File: src/rtl/cmd_pkt_pkg.sv
// Shared types and header construction for the command packet generator.
// Assumes a 64-bit command stream and 16-bit stream IDs.
package cmd_pkt_pkg;

    typedef enum logic [1:0] {
        ST_IDLE = 2'd0,
        ST_HDR  = 2'd1,
        ST_TIME = 2'd2,
        ST_PAY  = 2'd3
    } tx_state_e;

    localparam int HAS_TIME_BIT = 61;
    localparam int SEQ_LO       = 48;
    localparam int SEQ_W        = 12;

    // Builds one command header word from its fields.
    function automatic logic [63:0] make_hdr(input logic        timed,
                                             input logic [11:0] seq,
                                             input logic [15:0] src,
                                             input logic [15:0] dst);
        logic [15:0] len;
        len = timed ? 16'd24 : 16'd16;
        return {2'b10, timed, 1'b0, seq, len, src, dst};
    endfunction

endpackage

File: src/rtl/cmd_tx_fsm.sv
// Command transmitter. It takes one request at a time, latches the request,
// and plays out header, optional time and payload on the stream. Assumes
// can_issue already reflects whether credit is available.
module cmd_tx_fsm
    import cmd_pkt_pkg::*;
#(
    parameter logic [15:0] SRC_SID = 16'h0020
) (
    input  logic        clk,
    input  logic        rst_n,
    input  logic        can_issue,
    input  logic        req_valid,
    output logic        req_ready,
    input  logic        req_timed,
    input  logic [31:0] req_addr,
    input  logic [31:0] req_data,
    input  logic [63:0] req_time,
    input  logic [15:0] dst_sid,
    output logic [63:0] m_tdata,
    output logic        m_tvalid,
    input  logic        m_tready,
    output logic        m_tlast,
    output logic        take_timed
);

    tx_state_e         state_q;
    logic [SEQ_W-1:0]  seq_q;
    logic [63:0]       hdr_q, time_q, pay_q;
    logic              timed_q;
    logic              accept, beat_done;

    assign req_ready  = (state_q == ST_IDLE) && can_issue;
    assign accept     = req_valid && req_ready;
    assign beat_done  = m_tvalid && m_tready;
    assign take_timed = accept && req_timed;

    // Output beat selection from the latched request.
    always_comb begin
        m_tvalid = (state_q != ST_IDLE);
        m_tlast  = (state_q == ST_PAY);
        case (state_q)
            ST_HDR:  m_tdata = hdr_q;
            ST_TIME: m_tdata = time_q;
            ST_PAY:  m_tdata = pay_q;
            default: m_tdata = '0;
        endcase
    end

    // Request latch, sequence counter and beat sequencing.
    always_ff @(posedge clk) begin
        if (!rst_n) begin
            state_q <= ST_IDLE;
            seq_q   <= '0;
            hdr_q   <= '0;
            time_q  <= '0;
            pay_q   <= '0;
            timed_q <= 1'b0;
        end else if (accept) begin
            hdr_q   <= make_hdr(req_timed, seq_q, SRC_SID, dst_sid);
            time_q  <= req_time;
            pay_q   <= {req_addr, req_data};
            timed_q <= req_timed;
            seq_q   <= seq_q + 1'b1;
            state_q <= ST_HDR;
        end else if (beat_done) begin
            case (state_q)
                ST_HDR:  state_q <= timed_q ? ST_TIME : ST_PAY;
                ST_TIME: state_q <= ST_PAY;
                default: state_q <= ST_IDLE;
            endcase
        end
    end

    // a stalled beat keeps its value
    a_r4_hold_stable: assert property (@(posedge clk) disable iff (!rst_n)
        (m_tvalid && !m_tready) |=> (m_tvalid && $stable(m_tdata) && $stable(m_tlast)));

    // each acceptance advances the sequence by one
    a_r12_seq_step: assert property (@(posedge clk) disable iff (!rst_n)
        accept |=> (seq_q == $past(seq_q) + 1'b1));

    // no acceptance while a packet is in flight
    a_r8_single: assert property (@(posedge clk) disable iff (!rst_n)
        (m_tvalid && !(m_tlast && m_tready)) |=> !accept);

endmodule

File: src/rtl/cmd_credit.sv
// Credit counter for the receiver's timed-command queue. It starts full,
// decrements on each timed issue and increments on each timed response.
// Assumes take is raised only while avail is high.
module cmd_credit #(
    parameter int CMD_QUEUE_DEPTH = 4,
    localparam int CW = $clog2(CMD_QUEUE_DEPTH + 1)
) (
    input  logic clk,
    input  logic rst_n,
    input  logic take,
    input  logic give,
    output logic avail
);

    logic [CW-1:0] cnt_q;
    localparam logic [CW-1:0] FULL = CW'(CMD_QUEUE_DEPTH);

    assign avail = (cnt_q != '0);

    // Credit update; a return that would pass full saturates.
    always_ff @(posedge clk) begin
        if (!rst_n) begin
            cnt_q <= FULL;
        end else if (take && !give) begin
            cnt_q <= cnt_q - 1'b1;
        end else if (give && !take && cnt_q != FULL) begin
            cnt_q <= cnt_q + 1'b1;
        end
    end

    // the count never exceeds the queue depth
    a_r9_bound: assert property (@(posedge clk) disable iff (!rst_n)
        cnt_q <= FULL);

    // no credit is taken from an empty counter
    a_r9_no_take_empty: assert property (@(posedge clk) disable iff (!rst_n)
        take |-> (cnt_q != '0));

endmodule

File: src/rtl/ack_drain.sv
// Response sink. It is always ready, checks the sequence number in each
// response header and signals a credit for responses that carry the time flag.
// Assumes responses return in issue order.
module ack_drain
    import cmd_pkt_pkg::*;
(
    input  logic        clk,
    input  logic        rst_n,
    input  logic [63:0] ack_tdata,
    input  logic        ack_tvalid,
    input  logic        ack_tlast,
    output logic        ack_tready,
    input  logic        err_clear,
    output logic        seq_err,
    output logic        credit_ret
);

    logic              first_q;
    logic [SEQ_W-1:0]  exp_q;
    logic              hdr_beat, mismatch;
    logic              ack_unused;

    assign ack_tready = rst_n;
    assign hdr_beat   = ack_tvalid && first_q && rst_n;
    assign mismatch   = hdr_beat && (ack_tdata[SEQ_LO +: SEQ_W] != exp_q);
    assign credit_ret = hdr_beat && ack_tdata[HAS_TIME_BIT];
    assign ack_unused = ^{ack_tdata[63:62], ack_tdata[60], ack_tdata[47:0]};

    // Packet framing and expected sequence tracking.
    always_ff @(posedge clk) begin
        if (!rst_n) begin
            first_q <= 1'b1;
            exp_q   <= '0;
        end else if (ack_tvalid) begin
            first_q <= ack_tlast;
            if (first_q) exp_q <= exp_q + 1'b1;
        end
    end

    // Sticky error; a new mismatch wins over a clear in the same cycle.
    always_ff @(posedge clk) begin
        if (!rst_n)         seq_err <= 1'b0;
        else if (mismatch)  seq_err <= 1'b1;
        else if (err_clear) seq_err <= 1'b0;
    end

    // the response path is never stalled
    a_r7_always_ready: assert property (@(posedge clk) disable iff (!rst_n)
        ack_tready);

    // the error stays set until cleared
    a_r11_sticky: assert property (@(posedge clk) disable iff (!rst_n)
        (seq_err && !err_clear) |=> seq_err);

    // a clear without a new mismatch drops the flag
    a_r11_clear: assert property (@(posedge clk) disable iff (!rst_n)
        (err_clear && !mismatch) |=> !seq_err);

endmodule

File: src/rtl/cmd_pkt_gen.sv
// Inter-block command packet generator top. It routes a local register-write
// request to another block as a raw command packet, tracks timed-queue
// credits and drains responses. Assumes one response per command, in order.
module cmd_pkt_gen #(
    parameter int          CMD_QUEUE_DEPTH = 4,
    parameter int          PORT_OFFSET     = 5,
    parameter logic [15:0] SRC_SID         = 16'h0020
) (
    input  logic        clk,
    input  logic        rst_n,
    input  logic        req_valid,
    output logic        req_ready,
    input  logic        req_timed,
    input  logic [31:0] req_addr,
    input  logic [31:0] req_data,
    input  logic [63:0] req_time,
    input  logic [3:0]  dst_inst,
    output logic [63:0] m_tdata,
    output logic        m_tvalid,
    input  logic        m_tready,
    output logic        m_tlast,
    input  logic [63:0] ack_tdata,
    input  logic        ack_tvalid,
    output logic        ack_tready,
    input  logic        ack_tlast,
    input  logic        err_clear,
    output logic        seq_err
);

    localparam logic [3:0] OFF4 = 4'(PORT_OFFSET);

    logic [3:0]  xbar_port;
    logic [15:0] dst_sid;
    logic        can_issue, take_timed, credit_ret;

    // Destination routing ID from the target's instance index.
    assign xbar_port = dst_inst + OFF4;
    assign dst_sid   = {8'h00, xbar_port, 4'h0};

    cmd_tx_fsm #(.SRC_SID(SRC_SID)) u_tx (
        .clk(clk), .rst_n(rst_n), .can_issue(can_issue),
        .req_valid(req_valid), .req_ready(req_ready), .req_timed(req_timed),
        .req_addr(req_addr), .req_data(req_data), .req_time(req_time),
        .dst_sid(dst_sid), .m_tdata(m_tdata), .m_tvalid(m_tvalid),
        .m_tready(m_tready), .m_tlast(m_tlast), .take_timed(take_timed)
    );

    cmd_credit #(.CMD_QUEUE_DEPTH(CMD_QUEUE_DEPTH)) u_credit (
        .clk(clk), .rst_n(rst_n), .take(take_timed), .give(credit_ret),
        .avail(can_issue)
    );

    ack_drain u_drain (
        .clk(clk), .rst_n(rst_n), .ack_tdata(ack_tdata), .ack_tvalid(ack_tvalid),
        .ack_tlast(ack_tlast), .ack_tready(ack_tready), .err_clear(err_clear),
        .seq_err(seq_err), .credit_ret(credit_ret)
    );

    // output is idle in the cycle after reset
    a_r1_reset_idle: assert property (@(posedge clk)
        !rst_n |=> !m_tvalid);

endmodule

File: config.mk
export PLATFORM = sky130hd
export DESIGN_NAME = cmd_pkt_gen
export DESIGN_NICKNAME = d
export VERILOG_FILES = /design/src/rtl/cmd_pkt_pkg.sv /design/src/rtl/cmd_tx_fsm.sv /design/src/rtl/cmd_credit.sv /design/src/rtl/ack_drain.sv /design/src/rtl/cmd_pkt_gen.sv
export SDC_FILE = /design/constraint.sdc
export NUM_CORES = 1
export LEC_CHECK = 0
export ABC_AREA = 1
export BUFFER_PORTS_ARGS = -buffer_cell sky130_fd_sc_hd__buf_2
export CAP_MARGIN = 25
export CORE_MARGIN = 3
export CORE_UTILIZATION = 50
export CTS_CLUSTER_DIAMETER = 120
export DETAILED_ROUTE_END_ITERATION = 8
export GPL_TIMING_DRIVEN = 0
export PLACE_DENSITY = 0.92
export REMOVE_ABC_BUFFERS = 1
export SLEW_MARGIN = 10
export SYNTH_ARGS = -nofsm -noshare
export SYNTH_HDL_FRONTEND = slang
export SYNTH_SLANG_ARGS = --single-unit
File: constraint.sdc
create_clock -name clk -period 3 [get_ports clk]
set_clock_uncertainty 0.2 [all_clocks]
set_input_delay 0.3 -clock clk [delete_from_list [all_inputs] [get_ports clk]]
set_output_delay 0.3 -clock clk [all_outputs]
set_load 0.03 [all_outputs]
==> run metrics <==
detailed-route wire length per cell=between 15 and 20 um; hold-critical path depth=3; width of the die=132 um; met2 WL=14.5 mm; Core Region=roughly 15000 um^2; die footprint=approximately 17000 um^2; register bit total from synthesis=around 180; number of global-route vias before repair=~9500; maximum VDD drop=roughly 0.42 mV; clock tree from TritonCTS=built; most repeated library cell on the critical path=nand2_1; wire length after detailed routing=30.2 mm; share of the synthesized area in the top cell type=between 40% and 50%; maximum net fanout on the critical path=65; Port Buf Inserts=221; Lkg Pwr=between 0.004 and 0.005 uW; clock buffer count from CTS=17; metal3 WL=around 2.7 mm; delay of the slowest cell on the worst path=0.75 ns; number of hold violations in the final report=0; global-route wire length before repair=roughly 48 mm; worst-path cell with the longest stage delay=ha_4; M1 wire length=10.7 mm; worst path cell trace=ha_4 -> nand2_1 -> nand3_1 -> nand2_1 -> inv_1 -> buf_2; kind of critical path=reg -> out; count of warnings emitted by yosys=0; Post-Synthesis Cell Area=slightly below 8000 um^2; core utilization of the finished layout=~73%; maximum number of pins on one net before global-route repair=roughly 100; maximum buffer depth of the clock tree=2; first drt pass iteration count=6; achievable frequency=about 350 MHz; H-tree level count=4; capturing element type of the critical path=output pin; effective utilization at floorplan=51.7%; total vias in the final route=9678; I/O pin total=about 270; top post-synthesis cells by area=dfxtp_1, nand2_1, a21oi_1; worst path arrival time=2.39 ns; Slew HR=about 42%; initial DRC count=~1100; clock root buffer=clkbuf_16; Core Rows=45; GPL Wtd Cong=roughly 0.83; clock slew at reported path FFs=0.07 ns; Yosys top cell by area=dfxtp_1; Required @ worst endpoint=between 2 and 3 ns; clock insertion delay at the later pin of the skew report=0.43 ns; number of unique standard cell types used by synthesis=26; antenna violations before repair=3; number of violations of the max-capacitance limit=0; share of post-route cells with drive strength above 1=between 10% and 20%; # setup viols final=0; run status=finished clean; Post-Synthesis Cells=1170; number of cells on the worst reg-to-reg path=12; number of antenna-violating nets in the routed design=0; part of the cycle the worst path needs=a little over nine tenths; die extent in y=~130 um; power density of the placed cells=between 500 and 600 nW/um^2; total design power=6220 uW; pin slew with the least headroom to its limit=around 0.87 ns; Num Clock Sinks=between 150 and 200; worst min-delay path class=in -> reg; final-report max-slew violation count=0; minimum clock period=~2.9 ns; setup repair after global routing missed its margin=no; highest metal used=met4; GRT Overall Usage=33.6%; nets=between 1500 and 2000; average footprint of a synthesized cell=6.79 um^2; layout overhead on the synthesized area=40.7%; ratio of routed vias to standard cells=5.67; Remaining Overflow, GRT=0; startpoint class of the critical path=flip-flop; DRC violations left=0; post-detailed-placement half-perimeter wirelength=~13 mm; sequential element share of the synthesized area=~45%
-- stage by stage --
stage	setup WS, ns	instance area (um^2)	setup TNS (ns)	hold WS, ns	instances
after floorplan	-2.67	7550	-272.25	0.184	1094
after global placement	-5.05	8920	-675.04	0.238	1526
after detailed placement	-0.814	9090	-1.93	0.255	1531
after CTS	0.0343	11200	0	0.0124	1701
after global routing	0.00628	11200	0	0.0607	1704
final	0.114	11200	0	0.0450	1706
-- worst paths after layout --
check | start | to | slack, ns
hold / removal | req_timed | u_tx.hdr_q[61] | 0.05
setup / recovery | u_tx.state_q[1] | m_tdata[5] | 0.11
setup reg to reg | u_tx.state_q[1] | u_credit.cnt_q[2] | 0.24
hold reg to reg | u_tx.time_q[51] | u_tx.time_q[51] | 0.27
-- metal layers --
layer	vias up	global-route usage [%]
met5	-	0
met4	0	23.5
met3	212	7.79
met2	753	57.1
met1	4379	37.1
li1	4334	-
-- power breakdown --
group	total [uW]	internal, uW	switching, uW	leakage, uW
logic	1120	441	676	0.00307
registers	2660	2540	124	0.00145
clock network	2440	1360	1080	0.000307
-- worst max-delay path: cells and delay by family, from the launching register on --
| family | cells | cell delay, ns |
|---|---|---|
| buf+inv | 2 | 0.27 |
| simple gates | 3 | 0.41 |
| flops | 1 | 0.47 |
| fa+ha+maj | 1 | 0.75 |
-- cell usage in the layout, fill, tap and decap left out, types with 5 or more instances in the layout --
cell type	count
a21oi_1	211
buf_2	221
clkbuf_16	17
dfxtp_1	177
diode_2	5
dlygate4sd3_1	134
inv_1	58
inv_6	6
inv_8	5
nand2_1	510
nand3_1	31
nand4_1	7
nor2_1	29
nor3_1	9
o21ai_0	20
xnor2_1	14
-- area by class of cell --
class	instances	area, um^2
clock inverters	15	213
clock buffers	17	425
repair inverters	1	8.76
repair buffers	362	2610
well taps	211	264
fillers	1022	4200
diodes	5	12.5
inverters	63	262
flip-flops and latches	177	3540
multi-input cells	855	3840
-- synthesized netlist by cell type --
cell type and count:
buf_2 20, a21boi_1 1, o21ai_0 20, a21oi_1 211
buf_6 9, o22ai_1 2, clkbuf_2 1, nand3b_1 2
xor2_1 4, nor2_1 29, buf_4 3, xnor2_1 14
nor3_1 9, inv_1 61, nand2_1 510, fa_1 1
clkbuf_1 37, dfxtp_1 177, nand3_2 1, buf_1 6
nand2_2 1, ha_1 8, o21a_1 2, inv_2 2
nand3_1 32, nand4_1 7
-- registers in the layout, summed over array words and instances, names as in the netlist, 2 cells and up --
| register | count |
|---|---|
| u_tx.pay_q | 64 |
| u_tx.state_q | 2 |
| u_tx.time_q | 64 |
| u_drain.exp_q | 12 |
| u_credit.cnt_q | 3 |
| u_tx.seq_q | 12 |
| u_tx.hdr_q | 18 |
-- cell families after synthesis --
logic type | Yosys count | synth area share [%]
flip-flops | 177 | 44.6
AO/OA/AOI/OAI | 236 | 15.0
buffers and inverters | 139 | 7.89
XOR/XNOR | 18 | 1.98
AND/OR/NAND/NOR | 591 | 29.0
adder cells (fa/ha/maj) | 9 | 1.51
-- what timing repair did --
action / in CTS / in global routing
pin swaps: 1 / 0
resized for setup: 5 / 5
buffers inserted: 1 / 0
endpoints found under the hold margin: 133 / 0
endpoints found under the setup margin: 25 / 27
cloned: 3 / 0
hold buffers: 134 / 0
No activity file was read; power rests on OpenSTA's default activity.
